$ cat config.mk
export PLATFORM = sky130hd
export DESIGN_NAME = core_pwrup_seq
export DESIGN_NICKNAME = d
export VERILOG_FILES = /design/src/rtl/core_pwrup_seq.sv
export SDC_FILE = /design/constraint.sdc
export NUM_CORES = 1
export LEC_CHECK = 0
export CAP_MARGIN = 5
export CORE_MARGIN = 8
export CORE_UTILIZATION = 41
export CTS_CLUSTER_DIAMETER = 60
export DETAILED_ROUTE_END_ITERATION = 12
export HOLD_SLACK_MARGIN = 0.05
export PLACE_DENSITY = 0.76
export SLEW_MARGIN = 20
export SYNTH_ARGS = -nofsm -noshare
export SYNTH_HDL_FRONTEND = slang
export SYNTH_SLANG_ARGS = --single-unit
$ cat constraint.sdc
create_clock -name clk -period 1.8 [get_ports clk]
set_input_delay 0.36 -clock clk [delete_from_list [all_inputs] [get_ports clk]]
set_output_delay 0.36 -clock clk [all_outputs]
set_load 0.01 [all_outputs]
$ cat src/rtl/core_pwrup_seq.sv
module core_pwrup_seq #(
  parameter int CLK_MHZ   = 200,
  parameter int SETTLE_US = 2,
  parameter int RAMP_CNT  = 16
) (
  input  logic        clk,
  input  logic        rst,
  input  logic        start,
  output logic [7:0]  pwr_word,
  output logic [31:0] gate_word,
  output logic        busy,
  output logic        done
);

  localparam int WAIT_CYC = SETTLE_US * CLK_MHZ;
  localparam int CW       = (WAIT_CYC > 2) ? $clog2(WAIT_CYC) : 1;

  localparam int B_DCLAMP = 0;
  localparam int B_MCLAMP = 1;
  localparam int B_MEMHS  = 3;
  localparam int B_CRST   = 4;
  localparam int B_PORST  = 5;
  localparam int B_UP     = 7;

  localparam logic [7:0]  PWR_INIT = 8'h33;
  localparam logic [31:0] GATE_ON  = {RAMP_CNT[7:0], 23'd0, 1'b1};
  localparam logic [CW-1:0] CNT_LOAD = CW'(WAIT_CYC - 1);

  typedef enum logic [3:0] {
    ST_IDLE, ST_CLAMP, ST_W1, ST_HS, ST_W2, ST_W3, ST_UP, ST_LAST, ST_HOLD
  } state_t;

  state_t        st;
  logic [CW-1:0] cnt;
  logic          cnt_zero;

  assign cnt_zero = (cnt == '0);
  assign busy     = (st != ST_IDLE) && (st != ST_HOLD);

  always_ff @(posedge clk) begin
    if (rst) begin
      st        <= ST_IDLE;
      cnt       <= '0;
      pwr_word  <= PWR_INIT;
      gate_word <= '0;
      done      <= 1'b0;
    end else begin
      done <= 1'b0;
      unique case (st)
        ST_IDLE: if (start) begin
          pwr_word <= PWR_INIT;
          st       <= ST_CLAMP;
        end
        ST_CLAMP: begin
          gate_word <= GATE_ON;
          cnt       <= CNT_LOAD;
          st        <= ST_W1;
        end
        ST_W1: if (cnt_zero) begin
          pwr_word[B_MCLAMP] <= 1'b0;
          st                 <= ST_HS;
        end else cnt <= cnt - 1'b1;
        ST_HS: begin
          pwr_word[B_MEMHS] <= 1'b1;
          cnt               <= CNT_LOAD;
          st                <= ST_W2;
        end
        ST_W2: if (cnt_zero) begin
          pwr_word[B_DCLAMP] <= 1'b0;
          cnt                <= CNT_LOAD;
          st                 <= ST_W3;
        end else cnt <= cnt - 1'b1;
        ST_W3: if (cnt_zero) begin
          pwr_word[B_CRST]  <= 1'b0;
          pwr_word[B_PORST] <= 1'b0;
          st                <= ST_UP;
        end else cnt <= cnt - 1'b1;
        ST_UP: begin
          pwr_word[B_UP] <= 1'b1;
          st             <= ST_LAST;
        end
        ST_LAST: begin
          done <= 1'b1;
          st   <= ST_HOLD;
        end
        default: st <= ST_HOLD;
      endcase
    end
  end

endmodule

==> results.cfg <==
[global_route]
grt_pass1_wl_um = 4320
grt_use_total_pct = 10.0
grt_pass1_vias = 946
antenna_found_initial = 0
grt_max_degree = 13
grt_overflow = 0

[setup_path]
cp-end-kind = flip-flop
critPathKind = reg2reg
required_ps = 2050
arrival_ps = 2020
start_kind = flip-flop
crit_path_max_fanout = 4

[synth]
syn_area_per_cell_um2 = 8.09
synth_fa_ha_area_share_pct = 1.91
yosysSeqAreaShare_pct = 30.6
synth_compound_area_share_pct = 17.9
muxShareOfSynthArea_pct = 0.764
yosysWarnings = 0
synth_top_area_cell = dfxtp_1
yosys_register_bits = 20
synth_xor_area_share_pct = 1.34
synth_area_mm2 = 0.00131
syn_inst = 162
synth_simple_gate_area_share_pct = 23.7
yosys_most_used_dff = dfxtp_1
synth-edff-count = 0
synth_area_leaders = dfxtp_1 (31%), buf_4 (20%), a21oi_1 (4.6%), nor2_1 (4.0%), o21ai_0 (2.7%)
synth.distinct_cells = 40
synth_top_area_share_pct = 30.6
synth_top_family_by_area = simple AND/OR/NAND/NOR gates
async_flop_share_pct = 0

[power_and_ir_drop]
leakagePower_uw = 0.000679
p_comb_share_pct = 55.1
p_clk_share_pct = 15.7
ir_worst_vdd_uv = 973
p_sw_share_pct = 37.6
cell_internal_pwr_uw = 1490
seq_power_share_pct = 29.2
power_per_cell_area_mw_per_mm2 = 1490
switching_power_uw = 897

[final_layout]
mostFrequentLayoutCells = conb_1 (32), buf_4 (25), dfxtp_1 (15)
antenna_cells = 0
fillers = 294
drive_gt1_share_pct = 25.9
layout.nets = 199
design_area_mm2 = 0.00160
fin_util_pct = 52.3
area_delta_synth_final_pct = 22.0
final_common_cell = conb_1
stdcell_count = 237

[drt]
drc = 0
routed_wl_um = 2810
ant_nets = 0
dr.pass1.iters = 4
drt_iter0_markers = 106
via_per_inst = 4.60
wl_per_cell_um = 11.8
routed-via-count = 1090

[timing]
fmax_mhz = 567
skew_ps = 7.66
fin_crit_ps = 1760
layout_setup_ws_ps = 37.5
setup_violations = 0
period_share_pct = 97.9
finalHoldViolations = 0
drv_slew = 0
rsz0062_at_grt = yes
whs_ps = 510

[clocking]
clockBufferDepth = 2
hold_buffers = 0
cts_tree = built
cts-root-buf = clkbuf_4
clk_latency_ps = 310
cts.sinks = 20
clk_pin_slew_ps = 120
numCtsBuffers = 3
cts_htree_levels = 1

[placement]
gp_congestion = 0.860
place_ws_ps = 21.5
dp_cells = 228
place_area_mm2 = 0.00147
dp_hpwl_um = 2110
portBuffers = 12

[floorplanning]
die_y_um = 72.5
row_count = 20
die_x_um = 72.5
dieArea_mm2 = 0.00526
start_util_pct = 42.9
io_pins = 45
coreArea_mm2 = 0.00305

[job]
maxCapViolCount = 0

[run_status]
status = finished clean

[min_path]
hold_class = reg2reg
-- cell usage after synthesis, drive strengths merged, types with 2 or more instances --
library cell  count
o21ai             7
dfxtp            20
or2               4
xnor2             2
a31oi             4
or3               2
nand4             2
clkbuf            5
buf              36
nor3b             4
nand2             6
a21oi            12
a31o              2
o21bai            2
a311oi            2
nand3             3
nor4b             2
nor4              3
inv               6
a211oi            4
nor2             14
ha                2
nor3              5
-- critical path: stages, from the launching register on --
cell,delay (ps)
dfxtp_2,340
inv_2,70
ha_4,130
nor4b_4,170
buf_4,160
and2_4,150
nor3_4,50
or4_1,500
a21oi_1,140
-- metal layers --
layer / global-route usage (%) / part of all wire [%] / up-vias
li1: - / - / 564
met1: 11.7 / 44 / 496
met2: 16.6 / 50 / 28
met3: 3.72 / 5.9 / 2
met4: 2.67 / 0.39 / 0
met5: 0 / 0 / -
-- timing repair --
action / in CTS / in global routing
endpoints found under the setup margin: 2 / 9
hold endpoints to repair: 0 / 0
gates resized for setup: 6 / 10
pin swaps: 0 / 5
setup buffers: 0 / 5
-- worst paths after layout --
path	endpoint	slack, ps	cells after the start	start
worst max register to register	st[0]	40	8	cnt[1]
worst min-delay path	gate_word[0]	510	2	gate_word[0]
worst min register to register	gate_word[0]	510	2	gate_word[0]
worst max-delay path	st[0]	40	8	cnt[1]
-- metrics by stage --
step                TNS (ps)  power [uW]
floorplan                  0        1420
global placement           0        1780
detailed placement         0        1790
CTS                        0        2180
global route            -134        2570
finish                     0        2390
-- final cells by class --
| class | count | area (um2) | share of cell area [%] |
|---|---|---|---|
| flip-flops and latches | 20 | 409 | 25.6 |
| clock buffers | 3 | 22.5 | 1.41 |
| well taps | 44 | 55.1 | 3.45 |
| inverters | 6 | 22.5 | 1.41 |
| clock inverters | 1 | 30.0 | 1.88 |
| repair buffers | 37 | 307 | 19.2 |
| multi-input cells | 126 | 752 | 47.1 |
-- state kept, by name (all words and copies together), names as in the netlist --
| register | cells |
|---|---|
| st | 4 |
| cnt | 9 |
| done | 1 |
| pwr_word | 5 |
| gate_word | 1 |
-- power groups by stage --
stage	clock network [uW]	registers (uW)	logic, uW
after CTS	382	678	1120
after global routing	401	719	1450
after detailed placement	0	684	1110
final	375	697	1320
after floorplan	0	654	767
after global placement	0	682	1090
-- logic make-up (layout without fill, tap and decap cells) --
group / Yosys count / in the layout
AND/OR/NAND/NOR: 52 / 52
multiplexers: 1 / 1
adder cells (fa/ha/maj): 2 / 2
XOR/XNOR: 2 / 2
AO/OA/AOI/OAI: 37 / 37
buffers and inverters: 47 / 47
flip-flops: 20 / 20
other: 1 / 32
Note: power is estimated with default switching activity, not from simulation.
